### src/rtl/serial_reduce_pkg.sv
package serial_reduce_pkg;

  typedef enum logic [1:0] {
    MODE_BCAST = 2'd0,
    MODE_SUM   = 2'd1,
    MODE_MAX   = 2'd2
  } mode_e;

  // number of set bits in a vector of up to 32 lanes
  function automatic int unsigned ones32(input logic [31:0] v);
    int unsigned n;
    n = 0;
    for (int i = 0; i < 32; i++) n += 32'(v[i]);
    return n;
  endfunction

  // one column of a serial add: lane count plus carry in
  function automatic int unsigned column_total(input logic [31:0] lanes,
                                               input int unsigned carry_in);
    return ones32(lanes) + carry_in;
  endfunction

  // keep only candidates showing a 1, unless none does
  function automatic logic [31:0] narrow_cands(input logic [31:0] cand,
                                               input logic [31:0] bits);
    logic [31:0] hit;
    hit = cand & bits;
    return (|hit) ? hit : cand;
  endfunction

endpackage

### src/rtl/sr_sequencer.sv
module sr_sequencer #(
  parameter int WORD_BITS  = 8,
  parameter int WCNT_W     = 4,
  parameter int DRAIN_BITS = 4
) (
  input  logic              clk,
  input  logic              rst_n,
  input  logic              start,
  input  logic [WCNT_W-1:0] words,
  input  logic              drain_en,
  input  logic              aligned,
  output logic              busy,
  output logic              step,
  output logic              first_bit,
  output logic              draining,
  output logic              finish
);
  localparam int BIT_W  = (WORD_BITS > 2) ? $clog2(WORD_BITS) : 1;
  localparam int DCNT_W = $clog2(DRAIN_BITS) + 1;
  localparam logic [BIT_W-1:0]  BIT_LAST = BIT_W'(WORD_BITS - 1);
  localparam logic [DCNT_W-1:0] DRN_LAST = DCNT_W'(DRAIN_BITS - 1);

  logic              run_q, drain_q;
  logic [BIT_W-1:0]  bit_q;
  logic [WCNT_W-1:0] word_q;
  logic [DCNT_W-1:0] dcnt_q;
  logic              run_step, last_run;

  assign run_step  = run_q & aligned;
  assign last_run  = run_step & (bit_q == BIT_LAST) & (word_q == words - WCNT_W'(1));
  assign step      = run_step | drain_q;
  assign busy      = run_q | drain_q;
  assign first_bit = (bit_q == '0);
  assign draining  = drain_q;
  assign finish    = (last_run & ~drain_en) | (drain_q & (dcnt_q == DRN_LAST));

  always_ff @(posedge clk) begin
    if (!rst_n) begin
      run_q   <= 1'b0;
      drain_q <= 1'b0;
      bit_q   <= '0;
      word_q  <= '0;
      dcnt_q  <= '0;
    end else if (start) begin
      run_q   <= 1'b1;
      drain_q <= 1'b0;
      bit_q   <= '0;
      word_q  <= '0;
      dcnt_q  <= '0;
    end else begin
      if (run_step) begin
        if (bit_q == BIT_LAST) begin
          bit_q <= '0;
          if (last_run) begin
            run_q   <= 1'b0;
            drain_q <= drain_en;
            dcnt_q  <= '0;
          end else begin
            word_q <= word_q + WCNT_W'(1);
          end
        end else begin
          bit_q <= bit_q + BIT_W'(1);
        end
      end
      if (drain_q) begin
        if (dcnt_q == DRN_LAST) drain_q <= 1'b0;
        else                    dcnt_q  <= dcnt_q + DCNT_W'(1);
      end
    end
  end

  AST_PHASE_EXCL: assert property (@(posedge clk) disable iff (!rst_n)
    !(run_q && drain_q));
  AST_FINISH_IDLE: assert property (@(posedge clk) disable iff (!rst_n)
    finish |=> !busy);
endmodule

### src/rtl/sr_sum_lane.sv
module sr_sum_lane
  import serial_reduce_pkg::*;
#(
  parameter int NIN     = 9,
  parameter int CARRY_W = 4
) (
  input  logic               clk,
  input  logic               rst_n,
  input  logic               clear,
  input  logic               step,
  input  logic [NIN-1:0]     bits,
  output logic               sum_bit,
  output logic [CARRY_W-1:0] carry_o
);
  logic [CARRY_W-1:0] carry_q;
  int unsigned        col;

  always_comb begin
    col     = column_total(32'(bits), 32'(carry_q));
    sum_bit = col[0];
  end
  assign carry_o = carry_q;

  always_ff @(posedge clk) begin
    if (!rst_n || clear) carry_q <= '0;
    else if (step)       carry_q <= CARRY_W'(col >> 1);
  end

  AST_CARRY_BOUND: assert property (@(posedge clk) disable iff (!rst_n)
    32'(carry_q) < NIN);
endmodule

### src/rtl/sr_max_lane.sv
module sr_max_lane
  import serial_reduce_pkg::*;
#(
  parameter int NIN = 9
) (
  input  logic           clk,
  input  logic           rst_n,
  input  logic           step,
  input  logic           first_bit,
  input  logic [NIN-1:0] init_mask,
  input  logic [NIN-1:0] bits,
  output logic           max_bit
);
  logic [NIN-1:0] cand_q, cand_use, cand_next;

  assign cand_use  = first_bit ? init_mask : cand_q;
  assign max_bit   = |(cand_use & bits);
  assign cand_next = NIN'(narrow_cands(32'(cand_use), 32'(bits)));

  always_ff @(posedge clk) begin
    if (!rst_n)    cand_q <= '0;
    else if (step) cand_q <= cand_next;
  end

  AST_CAND_NARROW: assert property (@(posedge clk) disable iff (!rst_n)
    step |=> ((cand_q & ~$past(cand_use)) == '0));
  AST_CAND_KEEP: assert property (@(posedge clk) disable iff (!rst_n)
    (step && (|cand_use)) |=> (|cand_q));
endmodule

### src/rtl/serial_reduce_node.sv
module serial_reduce_node
  import serial_reduce_pkg::*;
#(
  parameter int NDIR      = 8,
  parameter int WORD_BITS = 8,
  parameter int WCNT_W    = 4
) (
  input  logic              clk,
  input  logic              rst_n,
  input  logic              cfg_load,
  input  logic [1:0]        cfg_mode,
  input  logic [NDIR-1:0]   cfg_in_mask,
  input  logic [NDIR-1:0]   cfg_out_mask,
  input  logic              cfg_local_en,
  input  logic [WCNT_W-1:0] cfg_words,
  input  logic [NDIR-1:0]   in_bit,
  input  logic [NDIR-1:0]   in_vld,
  input  logic              local_bit,
  output logic [NDIR-1:0]   out_bit,
  output logic [NDIR-1:0]   out_vld,
  output logic              busy,
  output logic              done
);
  localparam int NIN     = NDIR + 1;
  localparam int CARRY_W = $clog2(NDIR + 2);

  mode_e             mode_q;
  logic [NDIR-1:0]   imask_q, omask_q;
  logic              loc_q;
  logic [WCNT_W-1:0] words_q;

  logic start, aligned, step, first_bit, draining, finish, drain_en;
  logic [NIN-1:0] lanes, init_mask;
  logic bcast_bit, sum_bit, max_bit, sel_bit;
  logic [CARRY_W-1:0] carry;
  logic [NDIR-1:0] obit_q, ovld_q;
  logic done_q;

  assign start    = cfg_load & ~busy;
  assign aligned  = &(in_vld | ~imask_q);
  assign drain_en = (mode_q == MODE_SUM);

  always_ff @(posedge clk) begin
    if (!rst_n) begin
      mode_q  <= MODE_BCAST;
      imask_q <= '0;
      omask_q <= '0;
      loc_q   <= 1'b0;
      words_q <= '0;
    end else if (start) begin
      mode_q  <= mode_e'(cfg_mode);
      imask_q <= cfg_in_mask;
      omask_q <= cfg_out_mask;
      loc_q   <= cfg_local_en;
      words_q <= cfg_words;
    end
  end

  sr_sequencer #(.WORD_BITS(WORD_BITS), .WCNT_W(WCNT_W), .DRAIN_BITS(CARRY_W)) u_seq (
    .clk(clk), .rst_n(rst_n), .start(start), .words(words_q),
    .drain_en(drain_en), .aligned(aligned), .busy(busy), .step(step),
    .first_bit(first_bit), .draining(draining), .finish(finish)
  );

  assign lanes     = draining ? '0 : {loc_q & local_bit, in_bit & imask_q};
  assign init_mask = {loc_q, imask_q};
  assign bcast_bit = |(in_bit & imask_q);

  sr_sum_lane #(.NIN(NIN), .CARRY_W(CARRY_W)) u_sum (
    .clk(clk), .rst_n(rst_n), .clear(start), .step(step),
    .bits(lanes), .sum_bit(sum_bit), .carry_o(carry)
  );

  sr_max_lane #(.NIN(NIN)) u_max (
    .clk(clk), .rst_n(rst_n), .step(step), .first_bit(first_bit),
    .init_mask(init_mask), .bits(lanes), .max_bit(max_bit)
  );

  always_comb begin
    case (mode_q)
      MODE_SUM: sel_bit = sum_bit;
      MODE_MAX: sel_bit = max_bit;
      default:  sel_bit = bcast_bit;
    endcase
  end

  always_ff @(posedge clk) begin
    if (!rst_n) begin
      obit_q <= '0;
      ovld_q <= '0;
      done_q <= 1'b0;
    end else begin
      obit_q <= step ? ({NDIR{sel_bit}} & omask_q) : '0;
      ovld_q <= step ? omask_q : '0;
      done_q <= finish;
    end
  end

  assign out_bit = obit_q;
  assign out_vld = ovld_q;
  assign done    = done_q;

  AST_IDLE_QUIET: assert property (@(posedge clk) disable iff (!rst_n)
    (!busy && !$past(busy)) |-> (out_vld == '0 && !done));
  AST_OUT_IN_MASK: assert property (@(posedge clk) disable iff (!rst_n)
    ((out_vld & ~omask_q) == '0) && ((out_bit & ~out_vld) == '0));
  AST_STALL_HOLD: assert property (@(posedge clk) disable iff (!rst_n)
    (busy && !draining && !aligned) |=> (out_vld == '0));
  AST_DRAIN_CLEAR: assert property (@(posedge clk) disable iff (!rst_n)
    (done && mode_q == MODE_SUM) |-> (carry == '0));
  AST_DONE_IDLE: assert property (@(posedge clk) disable iff (!rst_n)
    done |-> !busy);
endmodule

### config.mk
export PLATFORM = sky130hd
export DESIGN_NAME = serial_reduce_node
export DESIGN_NICKNAME = d
export VERILOG_FILES = /design/src/rtl/serial_reduce_pkg.sv /design/src/rtl/sr_sequencer.sv /design/src/rtl/sr_sum_lane.sv /design/src/rtl/sr_max_lane.sv /design/src/rtl/serial_reduce_node.sv
export SDC_FILE = /design/constraint.sdc
export NUM_CORES = 1
export LEC_CHECK = 0
export BUFFER_PORTS_ARGS = -buffer_cell sky130_fd_sc_hd__buf_2
export CORE_ASPECT_RATIO = 0.8
export CORE_MARGIN = 10
export CORE_UTILIZATION = 62
export CTS_BUF_LIST = sky130_fd_sc_hd__clkbuf_8
export DETAILED_ROUTE_END_ITERATION = 6
export GPL_ROUTABILITY_DRIVEN = 1
export PLACE_DENSITY = 0.85
export SLEW_MARGIN = 25
export SYNTH_ARGS = -nofsm -noshare
export SYNTH_HDL_FRONTEND = slang
export SYNTH_SLANG_ARGS = --single-unit
### constraint.sdc
create_clock -name clk -period 10 [get_ports clk]
set_input_delay 1 -clock clk [delete_from_list [all_inputs] [get_ports clk]]
set_output_delay 1 -clock clk [all_outputs]
set_load 0.02 [all_outputs]
* After elaboration in Yosys (flattened, before gate mapping) *
Cells that the tools add are included.

word-level totals
  logic and storage cells = 86
  output and inout port bits = 18
  input port bits = 43
  flip-flop bits (word level) = 65

operators by class
  reduce and logical (&&, ||, !) cells = 14
  add/sub/neg operators = 13
  equality and inequality tests = 5
  muxes and demuxes = 19
  bitwise operators = 20

operators with widths
  cell                                                                count
  5-bit by 1-bit adder with 5-bit output                              7
  32-bit OR reduction                                                 1
  9-bit 2-to-1 mux                                                    3
  9-bit bitwise AND                                                   2
  3-bit 2-to-1 mux                                                    6
  8-bit bitwise AND                                                   2
  1-bit 2-to-1 mux                                                    9
  9-bit OR reduction                                                  1
  8-bit NOT                                                           1
  8-bit OR                                                            1
  8-bit AND reduction                                                 1
  8-bit OR reduction                                                  1
  1-bit bitwise AND                                                   7
  3-bit by 1-bit adder with 3-bit output, second input constant       2
  3-bit AND reduction                                                 2
  2-bit nonzero test                                                  3
  5-bit by 4-bit adder with 5-bit output                              1
  4-bit by 1-bit adder with 4-bit output, second input constant       1
  4-bit == test                                                       1
  1-bit NOT                                                           4
  4-bit by 1-bit subtractor with 4-bit output, second input constant  1
  3-bit by 2-bit == test with 1-bit output, second input constant     1
  3-bit == test, second input constant                                1
  3-bit zero test                                                     1
  other kinds (9)                                                     11

* Longest topological paths before layout *
Gate-level depths: netlist of run 1.

  word-level depth = 13
  gate-level depth with buffers = 14
  depth with buffers taken out = 14

* Hierarchy *
From an unflattened synthesis of run 1, not the netlist that was laid out.

second synthesis, totals
  cells, all modules = 398
  area total of the unflattened synthesis = 3437.0 um2

by module, submodules not included
  module              times used  cells an instance  seq. area each (um2)  area each (um2)
  serial_reduce_node  1           186                800.8                 1614.0
  sr_sequencer        1           97                 240.2                 790.8
  sr_max_lane         1           67                 180.2                 581.8
  sr_sum_lane         1           48                 80.1                  450.4

* Worst setup path after synthesis of run 1 *
No wires, ideal clock.

  path kind = input to register
  start = input port in_bit[0]
  end = register u_sum.carry_q[3], in the netlist u_sum.carry_o[3]
  library setup time = 71 ps
  data required time = 9929 ps
  cell stages on the path = 14
  arrival time = 4573 ps
  slack = 5357 ps
  path buffers = 0
  path through = and3b_1 -> ha_1 -> inv_1 -> fa_1 -> fa_1 -> fa_1 -> inv_1 -> fa_1 -> fa_1 -> a21o_1 -> a21oi_1 -> xnor2_1 -> nand2_1 -> a21oi_1

between the ends
  word-level cells in the longest chain between the ends = 11

RTL lines
  element                                              line                      text
  start: declaration                                   serial_reduce_node.sv:16  input logic [NDIR-1:0] in_bit,
  8-bit bitwise AND                                    serial_reduce_node.sv:65  assign lanes = draining ? '0 : {loc_q & local_bit, in_bit & imask_q};
  9-bit 2-to-1 mux                                     serial_reduce_node.sv:65
  1-bit by 1-bit adder with 2-bit output               serial_reduce_pkg.sv:13   for (int i = 0; i < 32; i++) n += 32'(v[i]);
  5-bit by 1-bit adder with 5-bit output (7 in a row)  serial_reduce_pkg.sv:13
  5-bit by 4-bit adder with 5-bit output               serial_reduce_pkg.sv:20   return ones32(lanes) + carry_in;
  end signal: assignment                               sr_sum_lane.sv:26         else if (step) carry_q <= CARRY_W'(col >> 1);
  end: declaration                                     sr_sum_lane.sv:15         logic [CARRY_W-1:0] carry_q;

No other way between the ends.
A chain may end at the register's enable or synchronous reset.

* Worst setup path after layout of run 1 *
  start = register u_seq.drain_q, in the netlist u_seq.draining
  end = register u_sum.carry_q[3], in the netlist u_sum.carry_o[3]

between the ends
  word-level cells in the longest chain between the ends = 10
  elaborated cells on any way between the ends = 15
  those cells by class = 9 x add/sub; 1 x mux; 4 x bitwise; 1 x reduce/logical

RTL lines
  element                                              line                      text
  start: declaration                                   sr_sequencer.sv:23        logic run_q, drain_q;
  start signal: assignment                             sr_sequencer.sv:56        drain_q <= drain_en;
  9-bit 2-to-1 mux                                     serial_reduce_node.sv:65
  1-bit by 1-bit adder with 2-bit output               serial_reduce_pkg.sv:13
  5-bit by 1-bit adder with 5-bit output (7 in a row)  serial_reduce_pkg.sv:13
  5-bit by 4-bit adder with 5-bit output               serial_reduce_pkg.sv:20

Parallel ways exist; a longest one is shown, timed or not.

==> impl_metrics.json, run 1 <==
{
  "drc_errors": 1,
  "diodes": 0,
  "cts_hold_buf": 0,
  "ir_worst_vdd_mv": 0.119,
  "synth_cell_types": 45,
  "ios": 61,
  "core_area_um2": 5060,
  "route.met3.wl_um": 853,
  "ys_seq_area_share_pct": 39.5,
  "dr.pass1.iters": 7,
  "synth_cells": 375,
  "gr-usage-all-layers_pct": 19.2,
  "hpwl_mm": 5.93,
  "gp_congestion": 0.941,
  "outcome": "finished with violations",
  "synthArstFlopShare_pct": 0,
  "grt_pass1_vias": 2815,
  "netlist_area_um2": 3290,
  "antenna_left": 0,
  "worstMarginPinSlew_ns": 0.882,
  "drive_gt1_share_pct": 19.8,
  "power.leakage_nw": 1.76,
  "grt_pass1_wl_mm": 13.3,
  "ys_seq_elements": 65,
  "vias_per_cell": 5.67,
  "cp_max_fo": 15,
  "powerDensity_nw_per_um2": 144,
  "htreeDepth": 3,
  "end_kind": "register",
  "final_cell_mix": "69 x nand2_1, 65 x dfxtp_1, 60 x buf_2",
  "clock_path_buffers": 2,
  "top_layer": "met4",
  "postSynthAreaPerCell_um2": 8.79,
  "fmax_ghz": 0.218,
  "drtIter0Drc": 277,
  "port_buffers": 60,
  "relSlewSlack_pct": 40.5,
  "crit_type": "reg -> reg",
  "fin_nets": 496,
  "wl_met1_mm": 3.38,
  "fin_setup_tns_ns": 0,
  "cts_root_buffer": "clkbuf_8",
  "antenna_found_initial": 0,
  "dieArea_um2": 8650,
  "vias": 2820,
  "num_rows": 23,
  "yosys_most_used_dff": "dfxtp_1",
  "yosysWarnings": 0,
  "finalHoldViolCount": 0,
  "numPlacedInstances": 481,
  "post_cts_buffers": 0,
  "synth_fp_nets": 441,
  "rsz0062_at_grt": "no",
  "die_x_um": 102,
  "clk_pin_slew_ns": 0.07,
  "clock_sinks": 65,
  "fin_skew_ns": 0.00877,
  "layout_worst_path_cycle_share_pct": 45.9,
  "cp-start-kind": "register",
  "final_cell_count_no_fill": 497,
  "drv_slew": 0,
  "cts_buffers": 9,
  "ctsResizeCount": 0,
  "dr_wl_met2_mm": 3.65,
  "overflow": 0,
  "drt_wl_total_mm": 8.04,
  "layout_min_cycle_time_ns": 4.59,
  "grt_start_max_net_pins": 46,
  "required_ns": 10.27,
  "hp-class": "reg -> reg",
  "insertion_delay_ns": 0.35,
  "cts_tree": "built",
  "setup_viol_count_final": 0,
  "start_util_pct": 65.0,
  "crit_arrival_ns": 4.86,
  "synth_edf_count": 0,
  "max_cap_violations": 0,
  "layout_commonest_cell": "nand2_1",
  "die_y_um": 85.2,
  "syn_to_final_growth_pct": 14.9,
  "violations": "DRC",
  "avgRoutedWirePerCell_um": 16.2
}
-- stage by stage --
stage          instance area, µm²  worst slack, ns  utilization [%]  total power, mW  hold slack, ns
6_report                     3790             5.41             74.8            0.546           0.460
5_1_grt                      3790             5.17             74.8            0.571           0.472
4_1_cts                      3790             5.42             74.8            0.548           0.458
3_5_place_dp                 3610             5.06             71.2            0.353           0.449
3_3_place_gp                 3610             5.15             71.2            0.350           0.441
2_1_floorplan                3290             5.36                -            0.328           0.432
-- routing by layer --
layer / global-route usage (%) / up-vias
met5: 0 / -
met4: 6.83 / 0
met3: 8.27 / 22
met2: 28.7 / 119
met1: 23.9 / 1294
li1: - / 1385
-- registers in the layout, summed over array words and instances, names as in the netlist, 2 cells and up --
register	count
imask_q	8
mode_q	2
omask_q	8
out_bit	8
out_vld	8
u_max.cand_q	9
u_seq.bit_q	3
u_seq.dcnt_q	3
u_seq.word_q	4
u_sum.carry_o	4
words_q	4
-- area by class of cell --
| class | count | area, µm² |
|---|---|---|
| multi-input cells | 264 | 1810 |
| flip-flops and latches | 65 | 1300 |
| fillers | 364 | 1280 |
| repair buffers | 62 | 315 |
| clock buffers | 9 | 124 |
| inverters | 28 | 105 |
| well taps | 62 | 77.6 |
| clock inverters | 7 | 53.8 |
-- power by group --
group	internal, mW	total, mW	switching (mW)
Combinational	0.0293	0.0745	0.0452
Sequential	0.267	0.274	0.00742
Clock	0.0912	0.197	0.106
-- synthesized netlist by cell type, types with 3 or more instances --
| cell | n | area (µm²) |
|---|---|---|
| and3b_1 | 8 | 70.1 |
| a21oi_1 | 18 | 90.1 |
| a21boi_0 | 26 | 195 |
| nor2b_1 | 5 | 31.3 |
| nand4_1 | 4 | 25.0 |
| inv_1 | 26 | 97.6 |
| and2_1 | 12 | 75.1 |
| buf_2 | 3 | 15.0 |
| nand2_1 | 69 | 259 |
| o211ai_1 | 8 | 60.1 |
| nor2_1 | 13 | 48.8 |
| o21ai_0 | 9 | 45.0 |
| clkbuf_1 | 14 | 52.6 |
| a211oi_1 | 4 | 30.0 |
| nand2b_1 | 4 | 25.0 |
| xnor2_1 | 6 | 52.6 |
| fa_1 | 5 | 100 |
| xor2_1 | 4 | 35.0 |
| a21boi_1 | 5 | 37.5 |
| and3_1 | 10 | 62.6 |
| dfxtp_1 | 65 | 1300 |
| ha_1 | 18 | 225 |
| mux2i_1 | 12 | 120 |
-- worst paths after layout --
check | start | end | slack, ns | cells past startpoint
max | u_seq.draining | u_sum.carry_o[3] | 5.41 | 14
min | u_sum.carry_o[3] | u_sum.carry_o[3] | 0.46 | 2
max reg2reg | u_seq.draining | u_sum.carry_o[3] | 5.41 | 14
min reg2reg | u_sum.carry_o[3] | u_sum.carry_o[3] | 0.46 | 2
-- worst max-delay path, cell delays in order (launching register included) --
cell and delay, ns:
dfxtp_1 0.68, and3b_1 0.28, ha_1 0.29, inv_1 0.05, fa_1 0.57, fa_1 0.46, fa_1 0.55, inv_1 0.06
fa_1 0.46, fa_1 0.43, a21o_1 0.20, a21oi_1 0.17, xnor2_1 0.13, nand2_1 0.06, a21oi_1 0.13
-- kinds of logic after synthesis --
family	Yosys count	synth area share, %
xor gates and xnor gates	10	2.66
DFF	65	39.5
buffers and inverters	46	5.58
muxes	12	3.65
adders and majority gates	23	9.87
AOI/OAI and AO/OA	85	18.3
and+or+nand+nor	134	20.4
(Power assumes the default switching activity.)
==> inputs of run 2 (changes only) <==
Settings changed: CORE_UTILIZATION 62 to 52, PLACE_DENSITY 0.85 to 0.75.
Clock period 10 ns to 4.2 ns, I/O delays scaled along.
==> run 2 against run 1 <==
The flow now finishes without violations. Critical path depth stayed put. Clock skew up 0.0030 ns. Combinational power increased to 2.6 times the previous value. Fmax grew 15%. Global-route usage fell by 1.8 points. Utilization fell by 10 points. Non-clock buffer count is 10 higher. Critical path type unchanged.
==> impl_metrics.json, run 2 (synthesis gave the netlist of run 1 again) <==
{
  "outcome": "finished clean",
  "cts_buffers": 9,
  "htreeDepth": 3,
  "relSlewSlack_pct": 36.8,
  "cts_root_buffer": "clkbuf_8",
  "place_worst_setup_slack_ns": -0.127,
  "core_area_um2": 6040,
  "fin_nets": 506,
  "p_comb_share_pct": 14.8,
  "switching_share_pct": 29.1,
  "powerDensity_nw_per_um2": 335,
  "die_y_um": 91.2,
  "worst-r2r-cell-count": 14,
  "largest_reg_flops": 9,
  "regMostFlops": "u_max.cand_q",
  "min_to": "omask_q[6]",
  "p_seq_share_pct": 49.8,
  "hp-class": "in -> reg",
  "rrSetupSlack_ns": 0.20,
  "hp-start": "cfg_out_mask[6]",
  "cts_hold_buf": 0,
  "place_area_um2": 3700,
  "crit_type": "reg -> reg",
  "clock_path_buffers": 2,
  "gp_congestion": 0.939,
  "grt_pass1_vias": 2823,
  "drtIter0Drc": 192,
  "syn_to_final_growth_pct": 18.2,
  "fin_util_pct": 64.5,
  "cp-start-kind": "register",
  "top_layer": "met4",
  "postLayoutCellArea_um2": 3890,
  "clock_power_share_pct": 35.4,
  "worstPathCellList": "buf_4 > and3b_2 > inv_1 > fa_1 > fa_1 > fa_1 > inv_1 > fa_2 > fa_2 > a21o_1 > a21oi_2 > xnor2_1 > nand2_1 > a21oi_1",
  "final_cell_mix": "69 x nand2_1, 64 x dfxtp_1, 60 x buf_2",
  "antenna_found_initial": 0,
  "setup_ws_ns": 0.203,
  "max_cap_violations": 0,
  "path_buf_inv": 3,
  "route.met3.wl_um": 805,
  "num_rows": 25,
  "insertion_delay_ns": 0.34,
  "gr-usage-all-layers_pct": 17.3,
  "vias": 2804,
  "layout_worst_path_cycle_share_pct": 95.2,
  "crit_arrival_ns": 4.26,
  "ir_worst_vdd_mv": 0.247,
  "grt_start_max_net_pins": 46,
  "finalHoldViolCount": 0,
  "cts_tree": "built",
  "setup_viol_count_final": 0,
  "port_buffers": 60,
  "drive_gt1_share_pct": 22.9,
  "power.leakage_nw": 1.81,
  "cp_max_fo": 12,
  "start_util_pct": 54.6,
  "dieArea_um2": 9940,
  "diodes": 0,
  "fin_skew_ns": 0.0117,
  "netSwitchingPower_mw": 0.379,
  "crit_path_frequent_cell": "fa_1",
  "slowest_delay_ns": 0.54,
  "layout_commonest_cell": "nand2_1",
  "final_cell_count_no_fill": 526,
  "avgRoutedWirePerCell_um": 16.0,
  "holdPathStages": 3,
  "fmax_ghz": 0.250,
  "required_ns": 4.46,
  "die_x_um": 109,
  "layout_min_cycle_time_ns": 4.00,
  "end_kind": "register",
  "timing.rr.start": "u_seq.draining",
  "p_int_mw": 0.924,
  "overflow": 0,
  "hpwl_mm": 6.29,
  "wl_met1_mm": 3.85,
  "drt_wl_total_mm": 8.43,
  "drv_slew": 0,
  "crit_path_top_delay_cell": "fa_1",
  "antenna_left": 0,
  "fin_setup_tns_ns": 0,
  "dr_wl_met2_mm": 3.71,
  "numPlacedInstances": 509,
  "grt_pass1_wl_mm": 14.0,
  "vias_per_cell": 5.33,
  "ios": 61,
  "clk_pin_slew_ns": 0.08,
  "drc_errors": 0,
  "worstMarginPinSlew_ns": 0.944,
  "clock_sinks": 65,
  "r2r_end": "u_sum.carry_o[3]",
  "critical_path.top_delay_family": "adder cells",
  "dr.pass1.iters": 5
}
-- run 2: worst max-delay path by stage --
stage | startpoint | end | cells past startpoint
6_report | u_seq.draining | u_sum.carry_o[3] | 14
4_1_cts | u_seq.draining | u_sum.carry_o[3] | 14
3_5_place_dp | in_bit[1] | out_bit[6] | 13
3_3_place_gp | in_bit[0] | u_sum.carry_o[3] | 15
5_1_grt | u_seq.draining | u_sum.carry_o[3] | 14
2_1_floorplan | in_bit[0] | u_sum.carry_o[3] | 14
-- run 2: cell type report --
cell class | count | area, µm²
fill | 518 | 2140
multi-input combinational | 264 | 1820
sequential | 65 | 1300
timing repair buffer | 72 | 390
clock buffer | 9 | 124
inverter | 28 | 105
tap | 81 | 101
clock inverter | 7 | 46.3
-- run 2: power groups by stage --
stage	combinational, mW	clock [mW]	sequential [mW]
4_1_cts	0.191	0.471	0.649
5_1_grt	0.214	0.503	0.651
3_5_place_dp	0.188	0	0.663
3_3_place_gp	0.182	0	0.662
6_report	0.193	0.461	0.649
2_1_floorplan	0.119	0	0.662
-- run 2: worst reg2reg max path, stage by stage (launching register included) --
cell and delay [ns]:
dfxtp_2 0.34, buf_4 0.18, and3b_2 0.26, inv_1 0.07, fa_1 0.51, fa_1 0.52
fa_1 0.54, inv_1 0.06, fa_2 0.41, fa_2 0.35, a21o_1 0.21, a21oi_2 0.16
xnor2_1 0.13, nand2_1 0.06, a21oi_1 0.13
-- run 2: routing by layer --
metal / track usage (%) / vias up
met3: 6.14 / 4
met1: 23.4 / 1303
met4: 3.29 / 0
met5: 0 / -
met2: 25.9 / 93
li1: - / 1404
-- run 2: per-stage QoR --
step                      power (mW)  hold WS, ns
after detailed placement       0.851        0.448
after floorplan                0.780        0.432
after global routing            1.37        0.317
after CTS                       1.31        0.315
after global placement         0.844        0.443
final                           1.30        0.325
-- run 2: repair_timing --
item,4_1_cts,5_1_grt
pin swaps,0,2
buffers inserted,0,1
gates resized for setup,1,5
setup endpoints to repair,8,1
==> inputs of run 3 (changes only) <==
--- a/config.mk
+++ b/config.mk
@@ -6,10 +6,10 @@
 export NUM_CORES = 1
 export LEC_CHECK = 0
-export BUFFER_PORTS_ARGS = -buffer_cell sky130_fd_sc_hd__buf_2
 export CORE_ASPECT_RATIO = 0.8
-export CORE_MARGIN = 10
-export CORE_UTILIZATION = 52
+export CORE_MARGIN = 8
+export CORE_UTILIZATION = 59
 export CTS_BUF_LIST = sky130_fd_sc_hd__clkbuf_8
 export DETAILED_ROUTE_END_ITERATION = 6
+export DONT_BUFFER_PORTS = 1
 export GPL_ROUTABILITY_DRIVEN = 1
 export PLACE_DENSITY = 0.75
==> constraint.sdc (replaced) <==
create_clock -name clk -period 4.2 [get_ports clk]
set_input_delay 0.63 -clock clk [delete_from_list [all_inputs] [get_ports clk]]
set_output_delay 0.63 -clock clk [all_outputs]
set_load 0.02 [all_outputs]
==> run 3 against run 2 <==
Flip-flop and latch count unchanged. Sequential share of layout area increased by 2.1 points. Worst setup slack improved by 0.013 ns. Largest power group is now clock.
==> impl_metrics.json, run 3 (synthesis gave the netlist of run 1 again) <==
{
  "hpwl_mm": 5.74,
  "worst-r2r-cell-count": 14,
  "cts_buffers": 9,
  "grt_pass1_vias": 2548,
  "diodes": 0,
  "clock_sinks": 65,
  "hp-start": "cfg_in_mask[7]",
  "die_y_um": 82.8,
  "drc_errors": 0,
  "port_buffers": 0,
  "gr-usage-all-layers_pct": 20.0,
  "clock_path_buffers": 2,
  "clk_pin_slew_ns": 0.08,
  "layout_worst_path_cycle_share_pct": 94.9,
  "cts_root_buffer": "clkbuf_8",
  "finalHoldViolCount": 0,
  "gp_congestion": 0.896,
  "drv_slew": 0,
  "relSlewSlack_pct": 34.3,
  "htreeDepth": 3,
  "dr.pass1.iters": 5,
  "dieArea_um2": 8250,
  "cts_hold_buf": 0,
  "ios": 61,
  "num_rows": 24,
  "layout_commonest_cell": "nand2_1",
  "r2r_end": "u_sum.carry_o[3]",
  "place_worst_setup_slack_ns": -0.0423,
  "holdPathStages": 2,
  "layout_min_cycle_time_ns": 3.98,
  "fin_skew_ns": 0.00940,
  "post_cts_buffers": 0,
  "insertion_delay_ns": 0.34,
  "grt_pass1_wl_mm": 13.1,
  "setup_viol_count_final": 0,
  "timing.rr.start": "imask_q[1]",
  "antenna_found_initial": 2,
  "cp-start-kind": "register",
  "die_x_um": 99.5,
  "start_util_pct": 60.6,
  "regMostFlops": "u_max.cand_q",
  "fmax_ghz": 0.251,
  "rrSetupSlack_ns": 0.22,
  "vias": 2634,
  "vias_per_cell": 5.69,
  "core_area_um2": 5440,
  "required_ns": 4.47,
  "power.leakage_nw": 1.59,
  "avgRoutedWirePerCell_um": 16.9,
  "overflow": 0,
  "ctsResizeCount": 0,
  "final_cell_mix": "69 x nand2_1, 64 x dfxtp_1, 26 x inv_1, 26 x a21boi_0, 18 x ha_1",
  "cts_tree": "built",
  "end_kind": "register",
  "rsz0062_at_grt": "no",
  "outcome": "finished clean",
  "drt_wl_total_mm": 7.82,
  "powerDensity_nw_per_um2": 402,
  "max_cap_violations": 0,
  "drtIter0Drc": 161,
  "numPlacedInstances": 447,
  "final_cell_count_no_fill": 463,
  "cp_max_fo": 2,
  "crit_type": "reg -> reg",
  "crit_arrival_ns": 4.25,
  "antenna_left": 0,
  "syn_to_final_growth_pct": 11.3,
  "fin_nets": 446,
  "fin_setup_tns_ns": 0,
  "hp-class": "in -> reg",
  "setup_ws_ns": 0.216,
  "worstMarginPinSlew_ns": 0.981,
  "grt_start_max_net_pins": 46,
  "ir_worst_vdd_mv": 0.383,
  "drive_gt1_share_pct": 10.9,
  "largest_reg_flops": 9,
  "min_to": "imask_q[7]"
}
run 3: cell types whose count changed in the layout (fill, tap and decap cells not counted), sizes merged:
cell | previous run | this run
bufinv | 0 | 3
clkinv | 3 | 1
inv | 29 | 31
buf | 72 | 12
clkinvlp | 3 | 0
run 3: worst max-delay path by stage:
| stage | start | depth (start not counted) | slack [ns] | end |
|---|---|---|---|---|
| after global placement | in_bit[0] | 14 | 0.03 | u_sum.carry_o[3] |
| after CTS | imask_q[1] | 14 | 0.22 | u_sum.carry_o[3] |
| after floorplan | in_bit[0] | 14 | 0.06 | u_sum.carry_o[3] |
| after global routing | imask_q[1] | 14 | 0.001 | u_sum.carry_o[3] |
| final | imask_q[1] | 14 | 0.22 | u_sum.carry_o[3] |
| after detailed placement | in_bit[1] | 14 | -0.04 | u_sum.carry_o[3] |
run 3: layer usage:
metal | vias to the layer above | wire (µm) | global-route usage [%]
li1 | 1289 | - | -
met1 | 1229 | 3530 | 26.4
met2 | 104 | 3360 | 28.9
met3 | 8 | 850 | 8.42
met4 | 4 | 63 | 5.35
met5 | - | 16 | 0
run 3: cell type report:
cell class	instances	area, µm²
inverter	28	105
clock inverter	7	125
tap	78	97.6
sequential	65	1300
fill	461	1770
multi-input combinational	264	1820
clock buffer	9	124
timing repair buffer	12	90.1
run 3: worst max-delay path: stages, from the launching register on:
cell	delay, ns
dfxtp_1	0.35
and3b_1	0.21
ha_1	0.28
inv_1	0.05
fa_1	0.48
fa_1	0.52
fa_1	0.55
inv_1	0.06
fa_2	0.40
fa_2	0.35
a21o_1	0.19
a21oi_2	0.14
xnor2_1	0.13
nand2_1	0.08
a21oi_2	0.12
run 3: power by group:
part	internal, mW	leakage, nW	switching, mW
clock	0.401	0.125	0.259
sequential	0.635	0.528	0.0163
combinational	0.0638	0.937	0.0984
run 3: per-stage QoR:
step	cell area (µm²)	hold WS (ns)	power, mW	util (%)
2_1_floorplan	3300	0.432	0.781	-
3_3_place_gp	3410	0.444	0.819	62.7
3_5_place_dp	3410	0.452	0.824	62.7
4_1_cts	3660	0.411	1.48	67.3
5_1_grt	3670	0.406	1.54	67.5
6_report	3670	0.425	1.47	67.5
